--- src/rtl/mc_timer_pkg.sv ---
package mc_timer_pkg;
    typedef enum logic [2:0] {
        PH_A     = 3'd0,
        PH_B     = 3'd1,
        PH_C     = 3'd2,
        PH_X     = 3'd3,
        MEM_WAIT = 3'd4
    } mc_phase_e;
endpackage

--- src/rtl/mc_wait_timer.sv ---
module mc_wait_timer #(
    parameter int TMO_TICKS = 48
) (
    input  logic clk,
    input  logic rst_n,
    input  logic waiting,
    output logic expired
);
    localparam int CW = $clog2(TMO_TICKS + 1);
    localparam logic [CW-1:0] LAST = CW'(TMO_TICKS - 1);

    logic [CW-1:0] cnt_q;

    always_ff @(posedge clk or negedge rst_n) begin
        if (!rst_n)
            cnt_q <= '0;
        else if (!waiting)
            cnt_q <= '0;
        else if (cnt_q != LAST)
            cnt_q <= cnt_q + 1'b1;
    end

    always_comb begin
        expired = waiting && (cnt_q == LAST);
    end


    wait_bound_chk: assert property (@(posedge clk) disable iff (!rst_n)
        waiting |-> (cnt_q <= LAST));


    wait_fresh_chk: assert property (@(posedge clk) disable iff (!rst_n)
        $rose(waiting) |-> (cnt_q == '0));
endmodule

--- src/rtl/mc_phase_fsm.sv ---
module mc_phase_fsm
    import mc_timer_pkg::*;
(
    input  logic clk,
    input  logic rst_n,
    input  logic stretch,
    input  logic mem_req,
    input  logic mem_ack,
    input  logic expired,
    output logic cyc_end,
    output logic mem_wait,
    output logic tmo_set
);
    mc_phase_e state_q, state_d;

    always_ff @(posedge clk or negedge rst_n) begin
        if (!rst_n)
            state_q <= PH_A;
        else
            state_q <= state_d;
    end

    always_comb begin
        state_d = state_q;
        unique case (state_q)
            PH_A: state_d = PH_B;
            PH_B: state_d = PH_C;
            PH_C: begin
                if (mem_req && !mem_ack)
                    state_d = MEM_WAIT;
                else if (stretch)
                    state_d = PH_X;
                else
                    state_d = PH_A;
            end
            PH_X: state_d = PH_A;
            MEM_WAIT: begin
                if (mem_ack || expired)
                    state_d = PH_A;
            end
            default: state_d = PH_A;
        endcase
    end

    always_comb begin
        cyc_end  = 1'b0;
        tmo_set  = 1'b0;
        mem_wait = 1'b0;
        unique case (state_q)
            PH_A, PH_B: ;
            PH_C:
                cyc_end = !(mem_req && !mem_ack) && !stretch;
            PH_X:
                cyc_end = 1'b1;
            MEM_WAIT: begin
                mem_wait = 1'b1;
                cyc_end  = mem_ack || expired;
                tmo_set  = !mem_ack && expired;
            end
            default: ;
        endcase
    end


    strobe_width_chk: assert property (@(posedge clk) disable iff (!rst_n)
        cyc_end |=> !cyc_end);


    restart_chk: assert property (@(posedge clk) disable iff (!rst_n)
        cyc_end |=> (state_q == PH_A));


    wait_exit_chk: assert property (@(posedge clk) disable iff (!rst_n)
        (mem_wait && !cyc_end) |=> mem_wait);
endmodule

--- src/rtl/mc_irq_latch.sv ---
module mc_irq_latch (
    input  logic clk,
    input  logic rst_n,
    input  logic set_i,
    input  logic clr_i,
    output logic irq
);
    always_ff @(posedge clk or negedge rst_n) begin
        if (!rst_n)
            irq <= 1'b0;
        else if (set_i)
            irq <= 1'b1;
        else if (clr_i)
            irq <= 1'b0;
    end


    irq_hold_chk: assert property (@(posedge clk) disable iff (!rst_n)
        (irq && !clr_i) |=> irq);


    irq_clear_chk: assert property (@(posedge clk) disable iff (!rst_n)
        (clr_i && !set_i) |=> !irq);


    irq_set_wins_chk: assert property (@(posedge clk) disable iff (!rst_n)
        set_i |=> irq);
endmodule

--- src/rtl/mc_cycle_timer.sv ---
module mc_cycle_timer #(
    parameter int TMO_TICKS = 48
) (
    input  logic clk,
    input  logic rst_n,
    input  logic br_cond,
    input  logic slow_path,
    input  logic mem_req,
    input  logic mem_ack,
    input  logic tmo_clr,
    output logic cyc_end,
    output logic mem_wait,
    output logic tmo_irq
);
    logic stretch;
    logic expired;
    logic tmo_set;

    always_comb begin
        stretch = br_cond || slow_path;
    end

    mc_phase_fsm u_fsm (
        .clk      (clk),
        .rst_n    (rst_n),
        .stretch  (stretch),
        .mem_req  (mem_req),
        .mem_ack  (mem_ack),
        .expired  (expired),
        .cyc_end  (cyc_end),
        .mem_wait (mem_wait),
        .tmo_set  (tmo_set)
    );

    mc_wait_timer #(.TMO_TICKS(TMO_TICKS)) u_timer (
        .clk     (clk),
        .rst_n   (rst_n),
        .waiting (mem_wait),
        .expired (expired)
    );

    mc_irq_latch u_irq (
        .clk   (clk),
        .rst_n (rst_n),
        .set_i (tmo_set),
        .clr_i (tmo_clr),
        .irq   (tmo_irq)
    );


    ack_wins_chk: assert property (@(posedge clk) disable iff (!rst_n)
        (mem_wait && mem_ack && !tmo_irq) |=> !tmo_irq);


    tmo_needs_wait_chk: assert property (@(posedge clk) disable iff (!rst_n)
        $rose(tmo_irq) |-> $past(mem_wait && cyc_end && !mem_ack));
endmodule

--- config.mk ---
export PLATFORM = sky130hd
export DESIGN_NAME = mc_cycle_timer
export DESIGN_NICKNAME = d
export VERILOG_FILES = /design/src/rtl/mc_timer_pkg.sv /design/src/rtl/mc_wait_timer.sv /design/src/rtl/mc_phase_fsm.sv /design/src/rtl/mc_irq_latch.sv /design/src/rtl/mc_cycle_timer.sv
export SDC_FILE = /design/constraint.sdc
export NUM_CORES = 1
export LEC_CHECK = 0
export BUFFER_PORTS_ARGS = -buffer_cell sky130_fd_sc_hd__buf_2
export CORE_MARGIN = 3
export CORE_UTILIZATION = 35
export CTS_CLUSTER_DIAMETER = 150
export DETAILED_ROUTE_END_ITERATION = 6
export MAX_ROUTING_LAYER = met4
export PLACE_DENSITY_LB_ADDON = 0.2
export SYNTH_ARGS = -nofsm -noshare
export SYNTH_HDL_FRONTEND = slang
export SYNTH_SLANG_ARGS = --single-unit
--- constraint.sdc ---
create_clock -name clk -period 3.54 [get_ports clk]
set_clock_uncertainty 0.1 [all_clocks]
set_input_delay 0.708 -clock clk [delete_from_list [all_inputs] [get_ports clk]]
set_output_delay 0.708 -clock clk [all_outputs]
set_load 0.05 [all_outputs]
[Word level (Yosys, flattened, before mapping)]
Cells that the tools add are included.
Cells by class
  add/sub/neg operators: 1
  eq/ne operators: 8
  mux-type cells: 11
  reductions and logical operators: 11
Operators by type and width (number)
  $mux W6: 2
  $pmux W3 S4: 1
  $add A6 B1 Y6 const B: 1
  $eq A3 B2 Y1 const B: 2
  $eq A6 B6 Y1 const B: 1
  $mux W3: 2
  $ne A6 B6 Y1 const B: 1
  $logic_and A1 B1 Y1: 4
  $mux W1: 4
  $eq A3 B1 Y1 const B: 1
  $eq A3 B3 Y1 const B: 1
  $logic_not A1 Y1: 3
  $logic_not A3 Y1: 1
  $pmux W1 S3: 1
  $logic_or A1 B1 Y1: 2
  $mux W2: 1
  $ne A2 B1 Y1 const B: 1
  $ne A2 B2 Y1 const B: 1
  $reduce_bool A2 Y1: 1
Storage, ports and cells
  bits in registers: 10
  input bits: 7
  output and inout bits: 3
  word-level logic and storage cells: 34

[Longest topological paths before layout]
Gate-level depths: netlist of run 1.
  word-level depth: 6
  gate-level depth with buffers: 5

[Cells and area by module]
From an unflattened synthesis of run 1, not the netlist that was laid out.
Unflattened totals
  cells, all modules: 55
  area, all modules: 553.0 µm²
By module, submodules not included
  mc_wait_timer: times used 1, cells an instance 30, area an instance 325.3 µm²
  mc_phase_fsm: times used 1, cells an instance 21, area an instance 185.2 µm²
  mc_irq_latch: times used 1, cells an instance 3, area an instance 36.3 µm²
  mc_cycle_timer: times used 1, cells an instance 1, area an instance 6.3 µm²

[Least setup slack after synthesis of run 1]
OpenSTA, ideal clock, no wires.
  path kind: input to output
  from: input mem_req
  to: output cyc_end
  arrival: 2.130 ns
  slack: 0.602 ns
  stages on the path: 3
  buffers on the path: 0
  cells stage by stage: or2b_2 -> a21oi_1 -> o32ai_1
On the way
  word-level cells in the longest chain between the ends: 4
Ends and longest elaborated chain
  start: declaration: RTL line mc_cycle_timer.sv:8  | input logic mem_req,
  $logic_and A1 B1 Y1: RTL line mc_phase_fsm.sv:52  | cyc_end = !(mem_req && !mem_ack) && !stretch;
  $logic_not A1 Y1: RTL line mc_phase_fsm.sv:52
  $logic_and A1 B1 Y1: RTL line mc_phase_fsm.sv:52
  $pmux W1 S3: RTL line mc_phase_fsm.sv:49  | unique case (state_q)
  end: declaration: RTL line mc_cycle_timer.sv:11  | output logic cyc_end,
No other way between the ends.

[Worst setup path in the final report of run 1]
  from: register u_timer.cnt_q[0]
  to: output cyc_end
On the way
  word-level cells in the longest chain between the ends: 4
Ends and longest elaborated chain
  start: declaration: RTL line mc_wait_timer.sv:12  | logic [CW-1:0] cnt_q;
  start signal: assignment: RTL line mc_wait_timer.sv:20  | cnt_q <= cnt_q + 1'b1;
  $eq A6 B6 Y1: RTL line mc_wait_timer.sv:24  | expired = waiting && (cnt_q == LAST);
  $logic_and A1 B1 Y1: RTL line mc_wait_timer.sv:24
  $logic_or A1 B1 Y1: RTL line mc_phase_fsm.sv:57  | cyc_end = mem_ack || expired;
  $pmux W1 S3: RTL line mc_phase_fsm.sv:49
No other way between the ends.

==> impl_metrics.yaml, run 1 <==
synth:
  synth_top_family_by_area: "simple AND/OR/NAND/NOR gates"
  synth_top_area_share_pct: 48.4
  synth_compound_gate_area_share_pct: 18.9
  synth.yosys.warnings: 0
  synthDistinctLibCells: 21
  synthAdderAreaFrac_pct: 2.42
  syn_area_per_cell_um2: 9.57
  synthMuxAreaShare_pct: 0
  synth-simple-area-share_pct: 25.4
  ys_async_sr_fraction_pct: 100
  synth_edf_count: 0
  syn_inst: 54
  synth_nets: 62
  synthXorXnorAreaFrac_pct: 3.39
  yosys.area.top_type: "dfrtp_1"
  yosysSeqAreaShare_pct: 48.4
  ys_ff_latch: 10
  synth-main-ff-cell: "dfrtp_1"
  yosys-top-cells-area: "dfrtp_1 (48%), a21oi_1 (5.8%), nand3_1 (3.9%), o21ai_0 (3.9%), or4b_1 (3.9%)"
  netlist_area_um2: 517
drt:
  drt_iter0_markers: 12
  via_per_inst: 5.51
  num_vias: 452
  dr.pass1.iters: 4
  final_antenna_net_count: 0
  drc: 0
  routed_wl_um: 991
  wl_per_cell_um: 12.1
floorplanning:
  start_util_pct: 38.3
  die_x_um: 44.4
  num_rows: 13
  ios: 10
  die_h_um: 44.4
  die_area_um2: 1970
  core_area_um2: 1350
pwr:
  seq_power_share_pct: 44.4
  combPwrFrac_pct: 22.7
  power.leakage_uw: 0.000277
  power_frac_clock_pct: 32.9
  power.density_nw_per_um2: 526
  ir_drop_mv: 0.234
  switchingPower_uw: 108
  p_int_uw: 216
  swShare_pct: 33.3
clock_tree:
  cts_buffer_depth: 2
  cts_buffers: 3
  ctsResizeCount: 0
  clock-root-buffer: "clkbuf_4"
  cts_sinks: 10
  cts_tree: "yes"
  htree_levels: 1
  clock_latency_ns: 0.27
  path_clk_slew_ns: 0.07
  cts_setup_buffers: 0
  ctsHoldBuffers: 0
sta:
  hold_viol: 0
  fin_crit_ns: 2.50
  setup_tns_ns: 0
  rsz0062_at_grt: "no"
  slew_headroom_pct: 78.4
  max_freq_mhz: 400
  worst_pin_slew_ns: 0.324
  setup_viol: 0
  slew_violations: 0
  finalCritPeriodShare_pct: 70.6
finish:
  area_growth_pct: 19.4
  layout-drive-gt1-share_pct: 25.4
  final_cells: 82
  nets: 76
  nFillCells: 138
  num_antenna_cells: 0
place:
  place_inst: 78
  port_buffers: 9
  detailed_place_hpwl_um: 721
  gp_congestion: 0.784
hold_path:
  hold_path.class: "input port to async pin"
worst_setup_path:
  r2r_setup_slack_ns: 2.13
  required_ns: 2.73
  startpoint_type: "flop"
  setup.worst_path.end_class: "primary output"
  critPathKind: "flop to primary output"
  cp.arrival_ns: 1.69
  critPathMaxFanout: 5
grt:
  grt_overflow_total: 0
  first_global_vias: 420
  antenna_found_initial: 0
  grt_start_max_net_pins: 11
  grt_usage_pct: 12.9
  grt_pass1_wl_mm: 1.72
run_status:
  outcome: "finished, final reports clean"
run:
  drv_cap: 0
==> worst paths after layout <==
kind                                                end                    startpoint  depth (start not counted)
setup / recovery                                cyc_end  u_timer.cnt_q[0]$_DFFE_PN0N_                          5
hold / removal             u_fsm.state_q[1]$_DFFE_PN0P_                         rst_n                          1
setup reg to reg           u_timer.cnt_q[0]$_DFFE_PN0N_  u_timer.cnt_q[0]$_DFFE_PN0N_                          4
hold reg to reg            u_fsm.state_q[0]$_DFFE_PN0P_  u_fsm.state_q[1]$_DFFE_PN0P_                          1
max in group asynchronous  u_timer.cnt_q[2]$_DFFE_PN0N_                         rst_n                          1
min in group clk           u_fsm.state_q[0]$_DFFE_PN0P_  u_fsm.state_q[1]$_DFFE_PN0P_                          1
==> area by class of cell <==
| cell class | count | area (um2) | share of cell area, % |
|---|---|---|---|
| Tap cell | 15 | 18.8 | 3.04 |
| Inverter | 2 | 7.51 | 1.22 |
| Timing Repair Buffer | 9 | 45.0 | 7.30 |
| Clock buffer | 4 | 36.3 | 5.88 |
| Sequential cell | 10 | 250 | 40.6 |
| Multi-Input combinational cell | 42 | 259 | 42.0 |
==> state kept, by name, summed over array words and instances (netlist names) <==
signal and count:
u_irq.irq 1, u_timer.cnt_q 6, u_fsm.state_q 3
==> layer usage <==
layer  wire length, um  GRT usage (%)  vias up
met4                36           12.0        0
met3                48           2.44        5
met5                 0              -        -
li1                  -              -      226
met2               433           17.4       13
met1               474           15.7      208
==> placed cells by master, fill, tap and decap left out, drive strengths merged, types with 2 or more instances in the layout <==
cell type	count
nand3	4
and3	2
inv	2
nor3	3
xnor2	2
nor2	3
o21ai	4
a21oi	6
clkbuf	4
buf	9
o32ai	2
dfrtp	10
nand2	4
or4b	2
nand2b	2
==> power by group through the flow <==
stage	clock network [uW]	registers, uW	logic, uW
after floorplan	0	142	56.8
after global placement	0	147	73.8
after detailed placement	0	147	74.0
after CTS	108	144	74.1
after global routing	114	147	81.7
final	107	144	73.6
==> per-stage QoR <==
stage | total power [uW] | area [um2] | utilization, % | worst slack [ns] | hold slack (ns)
final | 325 | 617 | 45.7 | 1.04 | 0.178
after global routing | 342 | 617 | 45.7 | 0.947 | 0.189
after floorplan | 199 | 517 | - | 0.602 | 0.312
after detailed placement | 221 | 581 | 43.0 | 1.16 | 0.363
after global placement | 220 | 581 | 43.0 | 1.18 | 0.377
after CTS | 327 | 617 | 45.7 | 1.04 | 0.186
==> cells in the mapped netlist, types with 2 or more instances <==
| master | count |
|---|---|
| dfrtp_1 | 10 |
| o21ai_0 | 4 |
| inv_1 | 2 |
| nor2_1 | 3 |
| nand2b_1 | 2 |
| nor3_1 | 3 |
| and3_2 | 2 |
| xnor2_1 | 2 |
| nand3_1 | 4 |
| a21oi_1 | 6 |
| or4b_1 | 2 |
| nand2_1 | 4 |
| o32ai_1 | 2 |
==> critical path: stages (launching register included) <==
cell,delay [ns]
dfrtp_1,0.42
ha_1,0.27
and3_2,0.26
a21oi_1,0.15
o32ai_1,0.09
buf_2,0.23
==> logic make-up after synthesis <==
logic type | after synthesis
AO/OA/AOI/OAI | 16
XOR/XNOR | 2
adder cells (fa/ha/maj) | 1
buffers and inverters | 2
flip-flops | 10
AND/OR/NAND/NOR | 23
No activity file was read; power rests on OpenSTA's default activity.
==> run 2, diff against run 1 <==
==> constraint.sdc (replaced) <==
create_clock -name clk -period 2.6 [get_ports clk]
set_clock_uncertainty 0.1 [all_clocks]
set_input_delay 0.52 -clock clk [delete_from_list [all_inputs] [get_ports clk]]
set_output_delay 0.52 -clock clk [all_outputs]
set_load 0.05 [all_outputs]
==> run 2 against run 1 <==
  * Core utilization up 0.74 points
  * Design area up 1.6%
  * Sequential power up 37%
  * Setup slack lost 0.72 ns
  * Power grew 38%
  * Sequential cell count unchanged
  * Largest power group unchanged
==> impl_metrics.yaml, run 2 (synthesis gave the netlist of run 1 again) <==
worst_setup_path:
  critPathMaxFanout: 5
  cp_top_family: "flip-flops"
  crit_buf_inv: 1
  critPathKind: "flop to primary output"
  setup.worst_path.end_class: "primary output"
  cpMaxStageDelayCell: "dfrtp_1"
  r2r_setup_slack_ns: 1.20
  cp.arrival_ns: 1.66
  slowest_delay_ns: 0.41
  cp_cell_sequence: "ha_1 > and3_2 > a21oi_1 > o32ai_1 > buf_2"
  required_ns: 1.98
  startpoint_type: "flop"
finish:
  largest_reg_flops: 6
  layout_commonest_cell: "dfrtp_1"
  largest_registers: "u_timer.cnt_q x6, u_fsm.state_q x3, u_irq.irq x1"
  top_register: "u_timer.cnt_q"
  nets: 77
  area_growth_pct: 21.3
  multi_input_area_um2: 259
  layout-drive-gt1-share_pct: 25.0
  mostFrequentLayoutCells: "dfrtp_1 (10), buf_2 (9), a21oi_1 (6)"
  regArea_um2: 250
  num_antenna_cells: 0
  final_cells: 83
  nFillCells: 133
  fin_area_um2: 627
drt:
  routed_wl_mm: 1.08
  wl_per_cell_um: 13.0
  via_per_inst: 5.37
  drt_iter0_markers: 9
  final_antenna_net_count: 0
  dr.pass1.iters: 4
  drc: 0
  num_vias: 446
grt:
  first_global_vias: 401
  grt_pass1_wl_mm: 1.81
  antenna_found_initial: 0
  grt_start_max_net_pins: 11
  grt_overflow_total: 0
  grt_usage_pct: 14.1
sta:
  fin_crit_ns: 2.28
  max_freq_mhz: 438
  slew_violations: 0
  hold_viol: 0
  slew_headroom_pct: 77.4
  worst_pin_slew_ns: 0.338
  worst_slack_ns: 0.319
  setup_viol: 0
  finalCritPeriodShare_pct: 87.7
  setup_tns_ns: 0
  rsz0062_at_grt: "no"
pwr:
  power.leakage_uw: 0.000281
  ir_drop_mv: 0.404
  power.density_nw_per_um2: 715
place:
  place_area_um2: 581
  detailed_place_hpwl_um: 780
  place_inst: 78
  port_buffers: 9
  dp_worst_setup_slack_ns: 0.579
  gp_congestion: 0.777
clock_tree:
  cts_sinks: 10
  path_clk_slew_ns: 0.07
  cts_tree: "yes"
  cts_buffers: 3
  htree_levels: 1
  clock_latency_ns: 0.28
  cts_buffer_depth: 2
  cts_setup_buffers: 0
  clock-root-buffer: "clkbuf_4"
  ctsHoldBuffers: 1
  ctsResizeCount: 0
floorplanning:
  num_rows: 13
  die_area_um2: 1970
  ios: 10
  die_x_um: 44.4
  core_area_um2: 1350
  start_util_pct: 38.3
  die_h_um: 44.4
run_status:
  outcome: "finished, final reports clean"
hold_path:
  hold_path.class: "flop to flop"
run:
  drv_cap: 0
run 2: changes by cell type in the layout (fill, tap and decap cells not counted), sizes merged:
cell,previous run,this run
dlygate4sd3,0,1
run 2: worst paths after layout:
check	cells past startpoint	end	startpoint
worst min register to register	2	u_irq.irq$_DFFE_PN0P_	u_irq.irq$_DFFE_PN0P_
worst max-delay path	5	cyc_end	u_timer.cnt_q[0]$_DFFE_PN0N_
worst max register to register	4	u_timer.cnt_q[0]$_DFFE_PN0N_	u_timer.cnt_q[0]$_DFFE_PN0N_
worst min-delay path	2	u_irq.irq$_DFFE_PN0P_	u_irq.irq$_DFFE_PN0P_
max in group asynchronous	2	u_timer.cnt_q[2]$_DFFE_PN0N_	rst_n
min in group asynchronous	2	u_fsm.state_q[1]$_DFFE_PN0P_	rst_n
run 2: cell type report:
type | count | area share (%)
Tap cell | 15 | 2.99
Inverter | 2 | 1.20
Multi-Input combinational cell | 42 | 41.3
Timing Repair Buffer | 10 | 8.78
Clock buffer | 4 | 5.79
Sequential cell | 10 | 39.9
run 2: worst reg2reg max path, delay by kind of cell (launching register included):
| kind | cells | cell delay [ns] |
|---|---|---|
| DFF | 1 | 0.41 |
| AOI/OAI and AO/OA | 1 | 0.19 |
| and+or+nand+nor | 2 | 0.33 |
| adders and majority gates | 1 | 0.26 |
run 2: per-stage QoR:
| stage | power (uW) | util, % | hold WS [ns] |
|---|---|---|---|
| after floorplan | 271 | - | 0.124 |
| after global placement | 301 | 43.0 | 0.297 |
| after detailed placement | 303 | 43.0 | 0.300 |
| after CTS | 453 | 46.4 | 0.382 |
| after global routing | 476 | 46.4 | 0.396 |
| final | 448 | 46.4 | 0.383 |
run 2: where the power goes:
part	leakage [uW]	internal, uW	switching, uW
Clock	0.0000210	85.2	62.4
Combinational	0.000125	35.2	67.9
Sequential	0.000136	175	22.5
Total	0.000281	296	153
run 2: routing by layer:
metal,up-vias,track usage [%],routed length [um]
met5,-,-,0
met4,0,14.5,48
met3,5,2.44,34
met2,7,19.2,468
met1,204,16.8,523
li1,230,-,-
